<file path="src/rtl/pll_crawl_pkg.sv">
package pll_crawl_pkg;

  localparam int ENABLE_BIT = 31;
  localparam int REQ_BIT    = 23;
  localparam int RATIO_W    = 8;

  typedef enum logic [2:0] {
    ST_IDLE,
    ST_DIVIDE,
    ST_DECIDE,
    ST_WR_RATIO,
    ST_WR_REQ,
    ST_WAIT,
    ST_WR_CLR,
    ST_FINISH
  } ctrlState_t;

  typedef struct packed {
    logic load;
    logic wrRatio;
    logic wrReq;
    logic wrClr;
    logic tick;
    logic setErr;
    logic setFull;
  } strobe_t;

  typedef struct packed {
    logic divReady;
    logic eligible;
    logic sameVco;
    logic ackSeen;
    logic tmrZero;
  } dpStat_t;

endpackage

</file>
<file path="src/rtl/pll_crawl_div.sv">
module pll_crawl_div #(
  parameter int W = 16
) (
  input  logic         clk,
  input  logic         rstN,
  input  logic         start,
  input  logic [W-1:0] dividend,
  input  logic [W-1:0] divisor,
  output logic [W:0]   quot,
  output logic         ready
);
  localparam int NW = W + 1;
  localparam int CW = $clog2(NW + 1);

  logic [NW-1:0] numR;
  logic [NW:0]   remR;
  logic [NW-1:0] quotR;
  logic [W-1:0]  dvsR;
  logic [CW-1:0] cntR;
  logic          running;
  logic          readyR;
  logic [NW:0]   trial;
  logic [NW:0]   dvsExt;

  assign trial  = {remR[NW-1:0], numR[NW-1]};
  assign dvsExt = {2'b00, dvsR};

  always_ff @(posedge clk) begin
    if (!rstN) begin
      numR    <= '0;
      remR    <= '0;
      quotR   <= '0;
      dvsR    <= '0;
      cntR    <= '0;
      running <= 1'b0;
      readyR  <= 1'b0;
    end else if (start) begin
      // Adding half the divisor before truncating rounds to nearest.
      numR    <= NW'(dividend) + NW'(divisor >> 1);
      remR    <= '0;
      quotR   <= '0;
      dvsR    <= divisor;
      cntR    <= CW'(NW);
      running <= 1'b1;
      readyR  <= 1'b0;
    end else if (running) begin
      if (trial >= dvsExt) begin
        remR  <= trial - dvsExt;
        quotR <= {quotR[NW-2:0], 1'b1};
      end else begin
        remR  <= trial;
        quotR <= {quotR[NW-2:0], 1'b0};
      end
      numR <= numR << 1;
      cntR <= cntR - CW'(1);
      if (cntR == CW'(1)) begin
        running <= 1'b0;
        readyR  <= 1'b1;
      end
    end
  end

  assign quot  = quotR;
  assign ready = readyR;
endmodule

</file>
<file path="src/rtl/pll_crawl_dp.sv">
module pll_crawl_dp
  import pll_crawl_pkg::*;
#(
  parameter int VCO_W       = 16,
  parameter int TIMEOUT_CYC = 20000
) (
  input  logic             clk,
  input  logic             rstN,
  input  strobe_t          stb,
  input  logic [VCO_W-1:0] curVco,
  input  logic [VCO_W-1:0] curRef,
  input  logic [VCO_W-1:0] curOut,
  input  logic [VCO_W-1:0] tgtVco,
  input  logic [VCO_W-1:0] tgtRef,
  input  logic [VCO_W-1:0] tgtOut,
  input  logic             pllLock,
  input  logic             pllAck,
  output dpStat_t          stat,
  output logic             regWrEn,
  output logic [31:0]      regWrData,
  output logic             error,
  output logic             needsFull,
  output logic [VCO_W-1:0] liveVco
);
  localparam int N_DIV = 3;
  localparam int TMR_W = $clog2(TIMEOUT_CYC + 1);
  localparam int DIV_CUR = 0;
  localparam int DIV_TGT = 1;
  localparam int DIV_RAT = 2;

  logic [VCO_W-1:0] cV, tV, cR, tR;
  logic [VCO_W-1:0] divA [N_DIV];
  logic [VCO_W-1:0] divB [N_DIV];
  logic [VCO_W:0]   divQ [N_DIV];
  logic [N_DIV-1:0] divRdy;
  logic [TMR_W-1:0] tmrR;
  logic [RATIO_W-1:0] ratio;

  assign divA[DIV_CUR] = curVco;
  assign divB[DIV_CUR] = curOut;
  assign divA[DIV_TGT] = tgtVco;
  assign divB[DIV_TGT] = tgtOut;
  assign divA[DIV_RAT] = tgtVco;
  assign divB[DIV_RAT] = tgtRef;

  for (genvar i = 0; i < N_DIV; i++) begin : g_div
    pll_crawl_div #(.W(VCO_W)) div_i (
      .clk     (clk),
      .rstN    (rstN),
      .start   (stb.load),
      .dividend(divA[i]),
      .divisor (divB[i]),
      .quot    (divQ[i]),
      .ready   (divRdy[i])
    );
  end

  assign ratio = (|divQ[DIV_RAT][VCO_W:RATIO_W]) ? '1 : divQ[DIV_RAT][RATIO_W-1:0];

  always_ff @(posedge clk) begin
    if (!rstN) begin
      cV <= '0;
      tV <= '0;
      cR <= '0;
      tR <= '0;
    end else if (stb.load) begin
      cV <= curVco;
      tV <= tgtVco;
      cR <= curRef;
      tR <= tgtRef;
    end
  end

  assign stat.divReady = &divRdy;
  assign stat.sameVco  = (cV != '0) && (cV == tV);
  assign stat.eligible = (cV != '0) && (tV != '0) && (cV != tV) && (cR == tR) &&
                         (divQ[DIV_CUR] == divQ[DIV_TGT]);
  assign stat.ackSeen  = pllLock & pllAck;
  assign stat.tmrZero  = (tmrR == '0);

  always_ff @(posedge clk) begin
    if (!rstN) begin
      tmrR <= '0;
    end else if (stb.wrReq) begin
      tmrR <= TMR_W'(TIMEOUT_CYC - 1);
    end else if (stb.tick) begin
      tmrR <= tmrR - TMR_W'(1);
    end
  end

  always_ff @(posedge clk) begin
    if (!rstN) begin
      regWrEn   <= 1'b0;
      regWrData <= '0;
    end else begin
      regWrEn <= stb.wrRatio | stb.wrReq | stb.wrClr;
      if (stb.wrRatio | stb.wrReq | stb.wrClr) begin
        regWrData                <= '0;
        regWrData[ENABLE_BIT]    <= 1'b1;
        regWrData[REQ_BIT]       <= stb.wrReq;
        regWrData[RATIO_W-1:0]   <= ratio;
      end
    end
  end

  always_ff @(posedge clk) begin
    if (!rstN) begin
      error     <= 1'b0;
      needsFull <= 1'b0;
      liveVco   <= '0;
    end else begin
      if (stb.load) begin
        error     <= 1'b0;
        needsFull <= 1'b0;
      end else begin
        if (stb.setErr)  error     <= 1'b1;
        if (stb.setFull) needsFull <= 1'b1;
      end
      if (stb.wrClr) liveVco <= tV;
    end
  end
endmodule

</file>
<file path="src/rtl/pll_crawl_ctrl.sv">
module pll_crawl_ctrl
  import pll_crawl_pkg::*;
(
  input  logic    clk,
  input  logic    rstN,
  input  logic    start,
  input  dpStat_t stat,
  output strobe_t stb,
  output logic    busy,
  output logic    done
);
  ctrlState_t state, stateNxt;

  always_ff @(posedge clk) begin
    if (!rstN) state <= ST_IDLE;
    else       state <= stateNxt;
  end

  always_comb begin
    stateNxt = state;
    stb      = '0;
    case (state)
      ST_IDLE: begin
        if (start) begin
          stb.load = 1'b1;
          stateNxt = ST_DIVIDE;
        end
      end
      ST_DIVIDE: begin
        if (stat.divReady) stateNxt = ST_DECIDE;
      end
      ST_DECIDE: begin
        if (stat.sameVco) begin
          stateNxt = ST_FINISH;
        end else if (stat.eligible) begin
          stateNxt = ST_WR_RATIO;
        end else begin
          stb.setFull = 1'b1;
          stateNxt    = ST_FINISH;
        end
      end
      ST_WR_RATIO: begin
        stb.wrRatio = 1'b1;
        stateNxt    = ST_WR_REQ;
      end
      ST_WR_REQ: begin
        stb.wrReq = 1'b1;
        stateNxt  = ST_WAIT;
      end
      ST_WAIT: begin
        if (stat.ackSeen) begin
          stateNxt = ST_WR_CLR;
        end else if (stat.tmrZero) begin
          stb.setErr = 1'b1;
          stateNxt   = ST_WR_CLR;
        end else begin
          stb.tick = 1'b1;
        end
      end
      ST_WR_CLR: begin
        stb.wrClr = 1'b1;
        stateNxt  = ST_FINISH;
      end
      ST_FINISH: stateNxt = ST_IDLE;
      default:   stateNxt = ST_IDLE;
    endcase
  end

  assign busy = (state != ST_IDLE);
  assign done = (state == ST_FINISH);
endmodule

</file>
<file path="src/rtl/pll_crawl_seq.sv">
module pll_crawl_seq
  import pll_crawl_pkg::*;
#(
  parameter int VCO_W      = 16,
  parameter int CLK_MHZ    = 100,
  parameter int TIMEOUT_US = 200
) (
  input  logic             clk,
  input  logic             rstN,
  input  logic             start,
  input  logic [VCO_W-1:0] curVco,
  input  logic [VCO_W-1:0] curRef,
  input  logic [VCO_W-1:0] curOut,
  input  logic [VCO_W-1:0] tgtVco,
  input  logic [VCO_W-1:0] tgtRef,
  input  logic [VCO_W-1:0] tgtOut,
  input  logic             pllLock,
  input  logic             pllAck,
  output logic             regWrEn,
  output logic [31:0]      regWrData,
  output logic             busy,
  output logic             done,
  output logic             error,
  output logic             needsFull,
  output logic [VCO_W-1:0] liveVco
);
  localparam int TIMEOUT_CYC = CLK_MHZ * TIMEOUT_US;

  strobe_t stb;
  dpStat_t stat;

  pll_crawl_ctrl ctrl_i (
    .clk (clk),
    .rstN(rstN),
    .start(start),
    .stat(stat),
    .stb (stb),
    .busy(busy),
    .done(done)
  );

  pll_crawl_dp #(.VCO_W(VCO_W), .TIMEOUT_CYC(TIMEOUT_CYC)) dp_i (
    .clk      (clk),
    .rstN     (rstN),
    .stb      (stb),
    .curVco   (curVco),
    .curRef   (curRef),
    .curOut   (curOut),
    .tgtVco   (tgtVco),
    .tgtRef   (tgtRef),
    .tgtOut   (tgtOut),
    .pllLock  (pllLock),
    .pllAck   (pllAck),
    .stat     (stat),
    .regWrEn  (regWrEn),
    .regWrData(regWrData),
    .error    (error),
    .needsFull(needsFull),
    .liveVco  (liveVco)
  );
endmodule

</file>
<file path="config.mk">
export PLATFORM = sky130hd
export DESIGN_NAME = pll_crawl_seq
export DESIGN_NICKNAME = d
export VERILOG_FILES = /design/src/rtl/pll_crawl_pkg.sv /design/src/rtl/pll_crawl_div.sv /design/src/rtl/pll_crawl_dp.sv /design/src/rtl/pll_crawl_ctrl.sv /design/src/rtl/pll_crawl_seq.sv
export SDC_FILE = /design/constraint.sdc
export NUM_CORES = 1
export LEC_CHECK = 0
export BUFFER_PORTS_ARGS = -buffer_cell sky130_fd_sc_hd__buf_2
export CAP_MARGIN = 10
export CORE_MARGIN = 3
export CORE_UTILIZATION = 55
export CTS_CLUSTER_SIZE = 14
export DETAILED_ROUTE_END_ITERATION = 10
export HOLD_SLACK_MARGIN = 0.15
export PLACE_DENSITY = 0.74
export SLEW_MARGIN = 5
export SYNTH_ARGS = -nofsm -noshare
export SYNTH_HDL_FRONTEND = slang
export SYNTH_SLANG_ARGS = --single-unit
</file>
<file path="constraint.sdc">
create_clock -name clk -period 6.45 [get_ports clk]
set_input_delay 0.9675 -clock clk [delete_from_list [all_inputs] [get_ports clk]]
set_output_delay 0.9675 -clock clk [all_outputs]
set_load 0.005 [all_outputs]
</file>
==> metrics.cfg, run 1 <==
[status]
status = finished, final reports clean

[power_and_ir_drop]
vdd_drop_max_uv = 254
p_leak_nw = 8.28
power_density_nw_per_um2 = 470
total_power_mw = 9.35

[min_path]
hold_depth = 2
hold_end = dp_i.g_div[1].div_i.dvsR[1]
hp-class = register to register
min_from = dp_i.g_div[1].div_i.dvsR[1]

[grt]
grt_pass1_wl_um = 75100
grt_pass1_vias = 14799
antenna_found_initial = 0
grt_start_max_net_pins = 105
track_usage_pct = 25.7
grt_overflow = 0

[synthesis]
avgSynthCellArea_um2 = 8.35
synthXorXnorAreaFrac_pct = 6.50
synthesis.instances = 2148
synth_top_family_by_area = compound AO/OA/AOI/OAI gates
synth-compound-area-share_pct = 20.4
synthMuxAreaShare_pct = 7.25
syn-cell-area_um2 = 17900
synth-edff-count = 0
synth-simple-area-share_pct = 17.2
synth_cell_types = 76
async_reset_ff_share_pct = 0
synth-seq-cells = 317
synthAdderAreaFrac_pct = 7.99
yosysWarnings = 0
ys_seq_area_share_pct = 35.4
ys.flop_type = dfxtp_1

[floorplan]
initial_utilization_pct = 56.3
fp.dieH_um = 187
die_area_um2 = 34800
core_um2 = 31900
ios = 154
row_count = 65
die_w_um = 187

[place]
hpwl_um = 32900
portBuffers = 131
gp_congestion = 0.903

[critical_path]
start_kind = register
path_delay_family = simple AND/OR/NAND/NOR gates
worstPathMaxFanout = 18
cp-startpoint = dp_i.g_div[1].div_i.numR[16]
r2r_cells = 11
worstReg2RegEnd = dp_i.g_div[1].div_i.remR[0]
cp_common_cell = inv_1
path_cells = inv_1 > ha_1 > inv_1 > fa_1 > a211oi_1 > o21ai_0 > and3_1 > o2111ai_1 > and3b_1 > mux2_2 > o21ai_1
reg2reg_from = dp_i.g_div[1].div_i.numR[16]
max_stage_delay_ns = 0.84
cp.required_ns = 6.88
r2r_slack_ns = 3.00
arrival_ns = 3.89
cp_slowest_cell = and3b_1
crit_buf_inv = 2
critPathCaptureType = register
setup.worst_path.class = register to register

[timing]
slew_headroom_pct = 23.8
hold_viol = 0
tightest_slew_ns = 1.14
timing.fmax_mhz = 290
fin_worst_skew_ns = 0.0134
grt_setup_unrepaired = false
drv_slew = 0
setup_viol = 0
period_minus_slack_ns = 3.45
fin_tns_setup_ns = 0
finalCritPeriodShare_pct = 53.5

[finish]
nets = 2429
diodes = 0
areaGrowthSynthToFinish_pct = 11.0
drive_gt1_share_pct = 10.8
fin_util_pct = 62.4

[clock_tree]
root_buffer = clkbuf_16
tritoncts = yes
cts_setup_buffers = 0
cts_resized = 0
cts_made_buffers = 36
clk_latency_ns = 0.51
holdBufCountCts = 0
htree_levels = 2
cts.path.max_buffers = 3
clkTransAtPathRegs_ns = 0.06
clock_sinks = 317

[detailed_routing]
viasPerCell = 5.79
drc_errors = 0
final_antenna_net_count = 0
dr.pass1.iters = 8
via_count = 15480
drt_iter0_drc = 1105
routed_wl_um = 45800
post_drt_wl_per_cell_um = 17.1

[job]
maxCapViolations = 0

-- power breakdown --
part	total [mW]	leakage, nW	internal (mW)	switching [mW]
clock network	2.03	0.564	1.23	0.794
registers	2.72	2.59	2.37	0.349
logic	4.60	5.13	1.96	2.65
-- area by class of cell --
class,count,area (um^2)
flip-flops and latches,317,6350
multi-input cells,1627,10800
inverters,91,342
clock buffers,52,1040
clock inverters,7,113
well taps,435,544
repair buffers,144,756
fillers,2784,12000
-- how the worst max path moves through the flow --
stage	end	slack [ns]	cells after the start
after global routing	dp_i.g_div[1].div_i.remR[0]	2.71	11
after floorplan	dp_i.g_div[2].div_i.numR[14]	3.58	9
after global placement	dp_i.g_div[0].div_i.numR[15]	3.11	9
final	dp_i.g_div[1].div_i.remR[0]	3.00	11
after detailed placement	dp_i.g_div[0].div_i.numR[15]	3.03	9
after CTS	dp_i.g_div[1].div_i.remR[0]	3.03	11
-- layer usage --
layer | wire [um] | global-route usage [%] | up-vias | share of wire (%)
li1 | - | - | 7645 | -
met1 | 20900 | 35.0 | 7287 | 46
met2 | 21100 | 42.6 | 467 | 46
met3 | 2580 | 3.72 | 81 | 5.6
met4 | 1180 | 7.47 | 0 | 2.6
met5 | 0 | 0 | - | 0
-- layout by cell type, fill, tap and decap left out, types with 14 or more instances in the layout --
master / instances
nand2_1: 333
dfxtp_1: 314
nor2_1: 153
buf_2: 130
a21boi_0: 124
mux2i_1: 113
a21oi_1: 108
ha_1: 105
o21ai_0: 100
xnor2_1: 98
inv_1: 89
nand3_1: 41
nor3_1: 41
clkbuf_16: 37
xor2_1: 35
a211oi_1: 30
nand4_1: 27
a21o_1: 26
nor4_1: 24
o211a_1: 24
conb_1: 22
a31oi_1: 19
o21a_1: 15
mux2_2: 15
and3_1: 14
buf_4: 14
-- per-stage QoR --
stage / instances / instance area (um^2) / hold WS, ns / worst slack [ns]
2_1_floorplan: 2169 / 18000 / 0.436 / 3.58
3_3_place_gp: 2614 / 18700 / 0.445 / 3.11
3_5_place_dp: 2614 / 18700 / 0.457 / 3.03
4_1_cts: 2673 / 19900 / 0.464 / 3.03
5_1_grt: 2673 / 19900 / 0.479 / 2.71
6_report: 2673 / 19900 / 0.465 / 3.00
-- state kept, by name, summed over array words and instances, names as in the netlist, 10 cells and up --
name,count
dp_i.tV,16
dp_i.liveVco,16
dp_i.g_div.div_i.dvsR,48
dp_i.cR,16
dp_i.regWrData,10
dp_i.g_div.div_i.numR,51
dp_i.g_div.div_i.cntR,15
dp_i.g_div.div_i.remR,51
dp_i.tmrR,15
dp_i.cV,16
dp_i.g_div.div_i.quot,51
-- logic make-up (layout without fill, tap and decap cells) --
logic type               after synthesis  in the layout
flip-flops                           317            317
XOR/XNOR                             133            133
multiplexers                         128            128
buffers and inverters                225            294
adder cells (fa/ha/maj)              111            111
AO/OA/AOI/OAI                        536            536
other                                  1             22
AND/OR/NAND/NOR                      697            697
-- synth_stat cells (all sizes together) (4+ instances only) --
master,instances,share of area (%)
a211oi,30,1.3
a21boi,124,5.2
a21o,27,1.1
a21oi,108,3.0
a31o,4,0.20
a31oi,19,0.66
a32oi,4,0.20
a41oi,7,0.34
and2,10,0.35
and3,15,0.52
buf,39,1.4
clkbuf,95,2.0
dfxtp,317,35
fa,6,0.67
ha,105,7.3
inv,89,1.9
mux2,15,0.94
mux2i,113,6.3
nand2,334,7.0
nand2b,7,0.24
nand3,43,1.2
nand4,27,0.94
nor2,154,3.2
nor2b,10,0.35
nor3,41,1.1
nor4,25,0.87
o211a,24,1.3
o211ai,7,0.29
o21a,15,0.63
o21ai,103,2.9
o21bai,9,0.38
o221a,8,0.50
o31a,4,0.20
o31ai,9,0.38
or2,4,0.14
or3,7,0.24
or4,7,0.33
xnor2,98,4.8
xor2,35,1.7
-- tightest hold or removal path, stage by stage (launching register included) --
cell      delay (ns)
dfxtp_1         0.31
nand2_1         0.04
a21boi_0        0.06
Note: power is estimated with default switching activity, not from simulation.
==> run 2: changes to the inputs <==
- clock period: 6.45 -> 3.3 ns (I/O delays scaled with it)
==> metrics.cfg, run 2 (synthesis gave the netlist of run 1 again) <==
[floorplan]
ios = 154  ; unchanged
row_count = 65  ; unchanged
initial_utilization_pct = 56.3  ; unchanged
fp.dieH_um = 187  ; unchanged
die_w_um = 187  ; unchanged
die_area_um2 = 34800  ; unchanged
core_um2 = 31900  ; unchanged

[detailed_routing]
drt_iter0_drc = 1082  ; -2.1%
dr.pass1.iters = 6  ; -2
drc_errors = 0  ; unchanged
routed_wl_um = 46200  ; +0.73%
post_drt_wl_per_cell_um = 17.2  ; about the same
via_count = 15420  ; -0.39%
final_antenna_net_count = 0  ; unchanged
viasPerCell = 5.73  ; -1.1%

[timing]
fin_tns_setup_ns = 0  ; unchanged
hold_viol = 0  ; unchanged
fin_ws_ns = 0.332  ; -2.67 ns
period_minus_slack_ns = 2.97  ; -0.483 ns
grt_setup_unrepaired = false
fin_worst_skew_ns = 0.0125  ; -0.000916 ns
drv_slew = 0  ; unchanged
timing.fmax_mhz = 337  ; +16%
slew_headroom_pct = 38.6  ; +15 points
finalCritPeriodShare_pct = 89.9  ; +36 points
tightest_slew_ns = 0.921  ; -0.222 ns
setup_viol = 0  ; unchanged

[critical_path]
worstPathMaxFanout = 7  ; -11
path_cells = inv_1 > ha_1 > inv_1 > fa_1 > a211oi_1 > o21ai_0 > nand3_1 > a31oi_1 > or4_1 > buf_4 > mux2i_1 > a21oi_1
reg2reg_from = dp_i.g_div[0].div_i.numR[16]
critPathCaptureType = register
arrival_ns = 3.33  ; -0.56 ns
start_kind = register
setup.worst_path.end = dp_i.g_div[0].div_i.remR[5]
max_stage_delay_ns = 0.53  ; -0.31 ns
cp_common_cell = inv_1
setup.worst_path.class = register to register
worstReg2RegEnd = dp_i.g_div[0].div_i.remR[5]
cp_slowest_cell = or4_1
r2r_cells = 12  ; +1
cp-startpoint = dp_i.g_div[0].div_i.numR[16]
r2r_slack_ns = 0.33  ; -2.67 ns
cp.required_ns = 3.66  ; -3.22 ns

[finish]
mostFrequentLayoutCell = nand2_1
register_area_um2 = 6350  ; unchanged
multi_input_area_um2 = 10800  ; unchanged
areaGrowthSynthToFinish_pct = 11.9
final_cell_mix = nand2_1 (333), dfxtp_1 (314), nor2_1 (153)
nFillCells = 2810  ; +0.93%
nets = 2441  ; +0.49%
final_cell_area_um2 = 20100  ; +0.84%
drive_gt1_share_pct = 11.5  ; +0.68 points

[clock_tree]
root_buffer = clkbuf_16
cts_made_buffers = 37  ; +2.8%
cts.path.max_buffers = 3  ; unchanged
clkTransAtPathRegs_ns = 0.06  ; about the same
tritoncts = yes
cts_setup_buffers = 0  ; unchanged
htree_levels = 2  ; unchanged
cts_resized = 0  ; unchanged
clk_latency_ns = 0.52  ; about the same
clock_sinks = 317  ; unchanged
holdBufCountCts = 0  ; unchanged

[power_and_ir_drop]
total_power_mw = 18.7  ; +100%
power_density_nw_per_um2 = 932  ; +98%
vdd_drop_max_uv = 581  ; +130%
p_leak_nw = 8.36  ; +0.94%

[grt]
grt_overflow = 0  ; unchanged
track_usage_pct = 25.8  ; +0.12 points
grt_start_max_net_pins = 165  ; +57%
antenna_found_initial = 6  ; +6
grt_pass1_wl_um = 75800  ; +0.98%
grt_pass1_vias = 14915  ; +0.78%

[status]
status = finished, final reports clean

[min_path]
hp-class = input port to register
hold_depth = 3  ; +1

[job]
maxCapViolations = 0  ; unchanged

[place]
gp_congestion = 0.914  ; +1.3%
hpwl_um = 33200  ; +0.95%
placed_cell_area_um2 = 18900  ; +0.77%
pre_cts_ws_ns = 0.329  ; -2.70 ns
portBuffers = 131  ; unchanged

## run 2: cell types whose count changed in the layout (fill, tap and decap cells not counted), sizes merged
cell      delta
inv          +2
diode        +3
clkbuf       -5
clkinv       +4
clkinvlp     +3
buf         +11
## run 2: metal layers
metal / part of all wire, % / up-vias / GRT usage [%]
met4: 2.2 / 6 / 6.95
met5: 0.076 / - / 0
li1: - / 7684 / -
met1: 45 / 7244 / 34.4
met3: 6.3 / 74 / 4.41
met2: 46 / 412 / 43.5
## run 2: worst max-delay path, delay by kind of cell, from the launching register on
kind,cells,cell delay (ns)
AOI/OAI and AO/OA,4,0.73
DFF,1,0.31
and+or+nand+nor,2,0.69
muxes,1,0.17
adders and majority gates,2,0.58
buffers and inverters,3,0.32
## run 2: worst min path at each step
stage | start | endpoint | slack, ns
after global placement | dp_i.regWrData[31] | dp_i.regWrData[31] | 0.44
final | curRef[14] | dp_i.cR[14] | 0.22
after CTS | curRef[14] | dp_i.cR[14] | 0.19
after global routing | curRef[5] | dp_i.cR[5] | 0.22
after floorplan | dp_i.g_div[1].div_i.ready | dp_i.g_div[1].div_i.ready | 0.44
after detailed placement | dp_i.error | dp_i.error | 0.46
## run 2: power breakdown
part           switching [mW]  internal, mW
clock network            1.63          2.37
registers               0.677          4.62
logic                    5.28          4.12
## run 2: metrics by stage
step / util [%] / hold slack [ns] / std cells
after floorplan: - / 0.436 / 2169
after global placement: 59.3 / 0.445 / 2625
after detailed placement: 59.3 / 0.456 / 2625
after CTS: 62.9 / 0.194 / 2688
after global routing: 63.0 / 0.224 / 2690
final: 63.0 / 0.217 / 2691
## run 2: cell type report
| type | instances | share of cell area [%] |
|---|---|---|
| multi-input cells | 1627 | 53.6 |
| flip-flops and latches | 317 | 31.6 |
| clock buffers | 47 | 4.95 |
| repair buffers | 155 | 4.49 |
| well taps | 435 | 2.71 |
| inverters | 91 | 1.70 |
| clock inverters | 16 | 0.879 |
| diodes | 3 | 0.0374 |
